### src/rtl/cbs_pkg.sv
package cbs_pkg;
    typedef enum logic [1:0] {
        ST_IDLE  = 2'd0,
        ST_WAIT  = 2'd1,
        ST_BURST = 2'd2
    } burst_st_e;
endpackage

### src/rtl/cbs_line_parity.sv
module cbs_line_parity (
    input  logic clk,
    input  logic rst_n,
    input  logic field_start,
    input  logic line_start,
    output logic odd_line
);
    always_ff @(posedge clk) begin
        if (!rst_n)           odd_line <= 1'b0;
        else if (field_start) odd_line <= 1'b0;
        else if (line_start)  odd_line <= ~odd_line;
    end

    assert_field_clear_R2: assert property (@(posedge clk) disable iff (!rst_n)
        field_start |=> !odd_line);
    assert_line_toggle_R2: assert property (@(posedge clk) disable iff (!rst_n)
        (line_start && !field_start) |=> (odd_line != $past(odd_line)));
    assert_hold_no_strobe_R2: assert property (@(posedge clk) disable iff (!rst_n)
        (!line_start && !field_start) |=> $stable(odd_line));
endmodule

### src/rtl/cbs_burst_fsm.sv
module cbs_burst_fsm
    import cbs_pkg::*;
#(
    parameter int CW = 8
) (
    input  logic          clk,
    input  logic          rst_n,
    input  logic          line_start,
    input  logic          pix_en,
    input  logic [CW-1:0] cfg_burst_delay,
    input  logic [CW-1:0] cfg_burst_len,
    output logic          burst_on
);
    localparam logic [CW-1:0] ONE  = CW'(1);
    localparam logic [CW-1:0] ZERO = '0;

    burst_st_e     st, st_n;
    logic [CW-1:0] cnt, cnt_n;

    // state register
    always_ff @(posedge clk) begin
        if (!rst_n) begin
            st  <= ST_IDLE;
            cnt <= ZERO;
        end else begin
            st  <= st_n;
            cnt <= cnt_n;
        end
    end

    // next state
    always_comb begin
        st_n  = st;
        cnt_n = cnt;
        if (line_start) begin
            // LINE_RESTART
            if (cfg_burst_delay != ZERO) begin
                st_n  = ST_WAIT;
                cnt_n = cfg_burst_delay;
            end else if (cfg_burst_len != ZERO) begin
                st_n  = ST_BURST;
                cnt_n = cfg_burst_len;
            end else begin
                st_n  = ST_IDLE;
                cnt_n = ZERO;
            end
        end else begin
            unique case (st)
                ST_IDLE: begin
                    st_n = ST_IDLE;
                end
                ST_WAIT: begin
                    if (pix_en) begin
                        if (cnt <= ONE) begin
                            // WAIT_DONE
                            if (cfg_burst_len != ZERO) begin
                                st_n  = ST_BURST;
                                cnt_n = cfg_burst_len;
                            end else begin
                                st_n  = ST_IDLE;
                                cnt_n = ZERO;
                            end
                        end else begin
                            cnt_n = cnt - ONE;
                        end
                    end
                end
                ST_BURST: begin
                    if (pix_en) begin
                        if (cnt <= ONE) begin
                            // BURST_DONE
                            st_n  = ST_IDLE;
                            cnt_n = ZERO;
                        end else begin
                            cnt_n = cnt - ONE;
                        end
                    end
                end
                default: begin
                    st_n  = ST_IDLE;
                    cnt_n = ZERO;
                end
            endcase
        end
    end

    // outputs
    always_comb begin
        burst_on = (st == ST_BURST);
    end

    assert_zero_delay_start_R3: assert property (@(posedge clk) disable iff (!rst_n)
        (line_start && cfg_burst_delay == ZERO && cfg_burst_len != ZERO) |=> burst_on);
    assert_burst_count_live_R4: assert property (@(posedge clk) disable iff (!rst_n)
        burst_on |-> (cnt != ZERO));
    assert_zero_len_no_burst_R4: assert property (@(posedge clk) disable iff (!rst_n)
        (line_start && cfg_burst_len == ZERO) |=> !burst_on);
    assert_stall_holds_R5: assert property (@(posedge clk) disable iff (!rst_n)
        (!pix_en && !line_start) |=> ($stable(st) && $stable(cnt)));
endmodule

### src/rtl/cbs_chroma_mux.sv
module cbs_chroma_mux #(
    parameter int DW        = 8,
    parameter int BURST_AMP = 40
) (
    input  logic          pal_mode,
    input  logic          odd_line,
    input  logic          burst_on,
    input  logic [DW-1:0] pix_u,
    input  logic [DW-1:0] pix_v,
    output logic [DW-1:0] mod_u,
    output logic [DW-1:0] mod_v
);
    localparam int            DIAG     = (BURST_AMP * 181) / 256;
    localparam int            NEG_AMP  = -BURST_AMP;
    localparam int            NEG_DIAG = -DIAG;
    localparam logic [DW-1:0] NTSC_U   = NEG_AMP[DW-1:0];
    localparam logic [DW-1:0] PAL_U    = NEG_DIAG[DW-1:0];
    localparam logic [DW-1:0] PAL_VP   = DIAG[DW-1:0];
    localparam logic [DW-1:0] PAL_VN   = NEG_DIAG[DW-1:0];
    localparam logic [DW-1:0] MOST_NEG = {1'b1, {(DW-1){1'b0}}};
    localparam logic [DW-1:0] MOST_POS = {1'b0, {(DW-1){1'b1}}};

    logic          v_flip;
    logic [DW-1:0] v_neg;

    always_comb begin
        v_flip = pal_mode && !odd_line;
        v_neg  = (pix_v == MOST_NEG) ? MOST_POS : (~pix_v + DW'(1));
        if (burst_on) begin
            if (pal_mode) begin
                mod_u = PAL_U;
                mod_v = odd_line ? PAL_VP : PAL_VN;
            end else begin
                mod_u = NTSC_U;
                mod_v = '0;
            end
        end else begin
            mod_u = pix_u;
            mod_v = v_flip ? v_neg : pix_v;
        end
    end
endmodule

### src/rtl/chroma_burst_seq.sv
module chroma_burst_seq #(
    parameter int DW        = 8,
    parameter int CW        = 8,
    parameter int BURST_AMP = 40
) (
    input  logic          clk,
    input  logic          rst_n,
    input  logic          field_start,
    input  logic          line_start,
    input  logic          pix_en,
    input  logic          pal_mode,
    input  logic [CW-1:0] cfg_burst_delay,
    input  logic [CW-1:0] cfg_burst_len,
    input  logic [DW-1:0] pix_u,
    input  logic [DW-1:0] pix_v,
    output logic [DW-1:0] mod_u,
    output logic [DW-1:0] mod_v,
    output logic          burst_active
);
    logic odd_line;
    logic burst_on;

    cbs_line_parity u_parity (
        .clk         (clk),
        .rst_n       (rst_n),
        .field_start (field_start),
        .line_start  (line_start),
        .odd_line    (odd_line)
    );

    cbs_burst_fsm #(.CW(CW)) u_fsm (
        .clk             (clk),
        .rst_n           (rst_n),
        .line_start      (line_start),
        .pix_en          (pix_en),
        .cfg_burst_delay (cfg_burst_delay),
        .cfg_burst_len   (cfg_burst_len),
        .burst_on        (burst_on)
    );

    cbs_chroma_mux #(.DW(DW), .BURST_AMP(BURST_AMP)) u_mux (
        .pal_mode (pal_mode),
        .odd_line (odd_line),
        .burst_on (burst_on),
        .pix_u    (pix_u),
        .pix_v    (pix_v),
        .mod_u    (mod_u),
        .mod_v    (mod_v)
    );

    assign burst_active = burst_on;

    assert_u_passthrough_R10: assert property (@(posedge clk) disable iff (!rst_n)
        !burst_active |-> (mod_u == pix_u));
    assert_ntsc_v_untouched_R9: assert property (@(posedge clk) disable iff (!rst_n)
        (!pal_mode && !burst_active) |-> (mod_v == pix_v));
    assert_ntsc_burst_v_zero_R7: assert property (@(posedge clk) disable iff (!rst_n)
        (!pal_mode && burst_active) |-> (mod_v == '0));
    assert_pal_burst_swing_R8: assert property (@(posedge clk) disable iff (!rst_n)
        (pal_mode && burst_active) |-> (mod_v[DW-1] == !odd_line));
endmodule

### config.mk
export PLATFORM = sky130hd
export DESIGN_NAME = chroma_burst_seq
export DESIGN_NICKNAME = d
export VERILOG_FILES = /design/src/rtl/cbs_pkg.sv /design/src/rtl/cbs_line_parity.sv /design/src/rtl/cbs_burst_fsm.sv /design/src/rtl/cbs_chroma_mux.sv /design/src/rtl/chroma_burst_seq.sv
export SDC_FILE = /design/constraint.sdc
export NUM_CORES = 1
export LEC_CHECK = 0
export CAP_MARGIN = 10
export CORE_MARGIN = 1
export CORE_UTILIZATION = 42
export CTS_CLUSTER_DIAMETER = 200
export CTS_CLUSTER_SIZE = 30
export DETAILED_ROUTE_END_ITERATION = 6
export HOLD_SLACK_MARGIN = 0.02
export PLACE_DENSITY = 0.8
export SETUP_SLACK_MARGIN = 0.2
export SLEW_MARGIN = 20
export SYNTH_ARGS = -nofsm -noshare
export SYNTH_HDL_FRONTEND = slang
export SYNTH_SLANG_ARGS = --single-unit
### constraint.sdc
create_clock -name clk -period 2.55 [get_ports clk]
set_clock_uncertainty 0.1 [all_clocks]
set_input_delay 0.51 -clock clk [delete_from_list [all_inputs] [get_ports clk]]
set_output_delay 0.51 -clock clk [all_outputs]
set_load 0.01 [all_outputs]
==> results.py <==
metrics = {
    "outcome": {
        "status": "finished with violations",
        "failed_checks": "DRC",
    },
    "clock_network": {
        "cts_tree": "built",
        "cts_root_buf": "clkbuf_4",
        "clk_path_buf_depth": 2,
        "clk_pin_slew_ns": 0.08,
        "cts_made_buffers": 3,
        "htree_levels": 1,
        "cts.hold.buffers_added": 0,
        "clk_latency_ns": 0.29,
        "clock_sinks": 11,
    },
    "routing": {
        "firstDrtPassIters": 7,
        "vias": 1773,
        "initialDrtViolationCount": 160,
        "finalWirelength_microns": 4740,
        "vias_per_cell": 6.03,
        "drtAntennaViolNets": 0,
        "wl_per_cell_microns": 16.1,
        "drc": 2,
    },
    "sta": {
        "hold_violations": 0,
        "worst_slew_pin_slew_ns": 0.566,
        "slew_headroom": 0.620,
        "min_period_over_period": 0.960,
        "fmax_mhz": 408,
        "whs_ns": 0.437,
        "drv_slew": 0,
        "finalCriticalPeriod_ns": 2.45,
        "grt_setup_unrepaired": "true",
        "finalSetupViolations": 0,
    },
    "pwr": {
        "ir_worst_vdd_mv": 0.174,
        "p_leak_nw": 0.906,
        "power_density_nw_per_um2": 316,
    },
    "placed_design": {
        "globalplace.congestion": 0.870,
        "numPortBuffers": 54,
        "dp_hpwl_microns": 3080,
    },
    "logic_synthesis": {
        "async_reset_ff_frac": 0,
        "ys_seq_area_frac": 0.174,
        "synthDistinctLibCells": 43,
        "ys_seq_elements": 11,
        "yosysWarnings": 0,
        "synthCells": 187,
        "ys.flop_type": "dfxtp_1",
        "synth_area_sq_um": 1260,
        "avgSynthCellArea_sq_um": 6.76,
        "synthesis.nets": 231,
        "synth_edf_count": 0,
    },
    "flow_run": {
        "cap_violations": 0,
    },
    "layout": {
        "fin_util": 0.773,
        "ff_latch_area_sq_um": 221,
        "antennaDiodeCount": 0,
        "nFillCells": 205,
        "multiInputGateArea_sq_um": 1100,
        "nNetsFinal": 308,
        "area_growth_pct": 71.3,
        "drive_gt1_frac": 0.300,
    },
    "worst_hold_path": {
        "hp-start": "u_fsm.st[0]$_SDFFE_PN0P_",
        "min-delay-path-class": "reg2reg",
    },
    "global_routing": {
        "grt_first_pass_wirelength_microns": 7180,
        "grt_overflow": 0,
        "antenna_found_initial": 0,
        "grt_pass1_vias": 1591,
        "grt_max_degree": 17,
        "grt_usage": 0.279,
    },
    "die": {
        "coreArea_sq_um": 2810,
        "fp.dieH_microns": 56.9,
        "start_util": 0.451,
        "pin_count": 55,
        "die_w_microns": 56.9,
        "std_cell_rows": 19,
        "dieArea_sq_um": 3240,
    },
    "worst_setup_path": {
        "r2r-start": "u_fsm.st[1]$_SDFFE_PN0P_",
        "worstPathRequired_ns": 1.94,
        "critPathLaunchType": "primary input",
        "critPathMaxFanout": 4,
        "worstSetupPathType": "in2out",
        "cp-startpoint": "pix_v[1]",
        "critPathCaptureType": "primary output",
        "worstPathArrival_ns": 1.84,
    },
}
## Yosys cell counts, types with 2 or more instances
| master | number | share of area |
|---|---|---|
| nand2b_1 | 2 | 0.0099 |
| nor4_1 | 5 | 0.025 |
| a221oi_1 | 2 | 0.014 |
| and3_1 | 4 | 0.020 |
| a41oi_1 | 2 | 0.014 |
| dfxtp_1 | 11 | 0.17 |
| clkbuf_1 | 7 | 0.021 |
| nor2b_1 | 6 | 0.030 |
| ha_1 | 6 | 0.059 |
| nor3_1 | 7 | 0.028 |
| nor2_1 | 11 | 0.033 |
| nand3_1 | 4 | 0.016 |
| a31oi_1 | 5 | 0.025 |
| or3_1 | 3 | 0.015 |
| or2_2 | 3 | 0.015 |
| inv_1 | 19 | 0.056 |
| xnor2_1 | 3 | 0.021 |
| a21o_1 | 2 | 0.012 |
| and3_2 | 2 | 0.012 |
| nand2_1 | 10 | 0.030 |
| o31ai_1 | 2 | 0.012 |
| a21oi_1 | 19 | 0.075 |
| nor3b_1 | 3 | 0.018 |
| o21ai_1 | 3 | 0.012 |
| o21ai_0 | 28 | 0.11 |
## layout make-up
cell class,instances,share of cell area
repair buffers,81,0.325
inverters,19,0.0329
clock buffers,4,0.0121
well taps,31,0.0179
flip-flops and latches,11,0.102
multi-input cells,148,0.510
## placed cells by master, fill, tap and decap left out, types with 10 or more instances in the layout
cell	n
nor2_1	11
inv_1	18
clkdlybuf4s50_1	30
o21ai_0	24
buf_2	10
nand2_1	10
a21oi_1	15
buf_4	22
dlygate4sd2_1	10
dfxtp_1	10
## layer usage
layer	vias to the layer above	wire (microns)	global-route usage
met5	-	0	0
met1	801	2000	0.363
met4	0	80	0.0557
met2	113	2270	0.482
li1	844	-	-
met3	15	383	0.0461
## cells by family (layout without fill, tap and decap cells)
group	after synthesis	in the layout	share of synthesized area
muxes	1	1	0.00791
DFF	11	11	0.174
and+or+nand+nor	63	63	0.282
AOI/OAI and AO/OA	75	75	0.367
buffers and inverters	28	104	0.0890
adders and majority gates	6	6	0.0593
xor gates and xnor gates	3	3	0.0208
## stage by stage
step	instance area, sq um	std cells	TNS (ns)	total power [mW]	setup WS [ns]
2_1_floorplan	1260	187	0	0.364	0.354
3_3_place_gp	1950	283	-4.44	0.521	-0.616
3_5_place_dp	1950	283	-4.80	0.523	-0.682
4_1_cts	2040	290	0	0.646	0.123
5_1_grt	2170	294	0	0.723	0.0550
6_report	2170	294	0	0.684	0.101
## power breakdown
group	switching (mW)	internal, mW	leakage (nW)
sequential	0.0204	0.185	0.0914
clock	0.0761	0.0609	0.0150
combinational	0.165	0.176	0.800
total	0.262	0.423	0.906
## worst paths after layout
| check | endpoint | slack (ns) | cells past startpoint |
|---|---|---|---|
| worst max-delay path | mod_v[7] | 0.10 | 8 |
| worst min-delay path | u_fsm.st[0]$_SDFFE_PN0P_ | 0.44 | 2 |
| worst max register to register | u_fsm.cnt[5]$_SDFFE_PN0P_ | 0.37 | 6 |
| worst min register to register | u_fsm.st[0]$_SDFFE_PN0P_ | 0.44 | 2 |
## critical path: stages
cell	delay (ns)
buf_6	0.10
or3_4	0.43
buf_6	0.14
nor3_4	0.15
nand3_1	0.12
o21ai_1	0.10
a22o_1	0.15
buf_2	0.14
## flip-flops by register name, indices dropped and copies added, names as in the netlist
| name | count |
|---|---|
| u_fsm.cnt | 8 |
| u_fsm.st | 2 |
| u_parity.odd_line | 1 |
## timing repair
action,CTS,global route
pin swaps,10,12
buffers inserted,3,4
gates cloned,0,0
resized for setup,93,20
endpoints found under the setup margin,16,13
(Power assumes the default switching activity.)
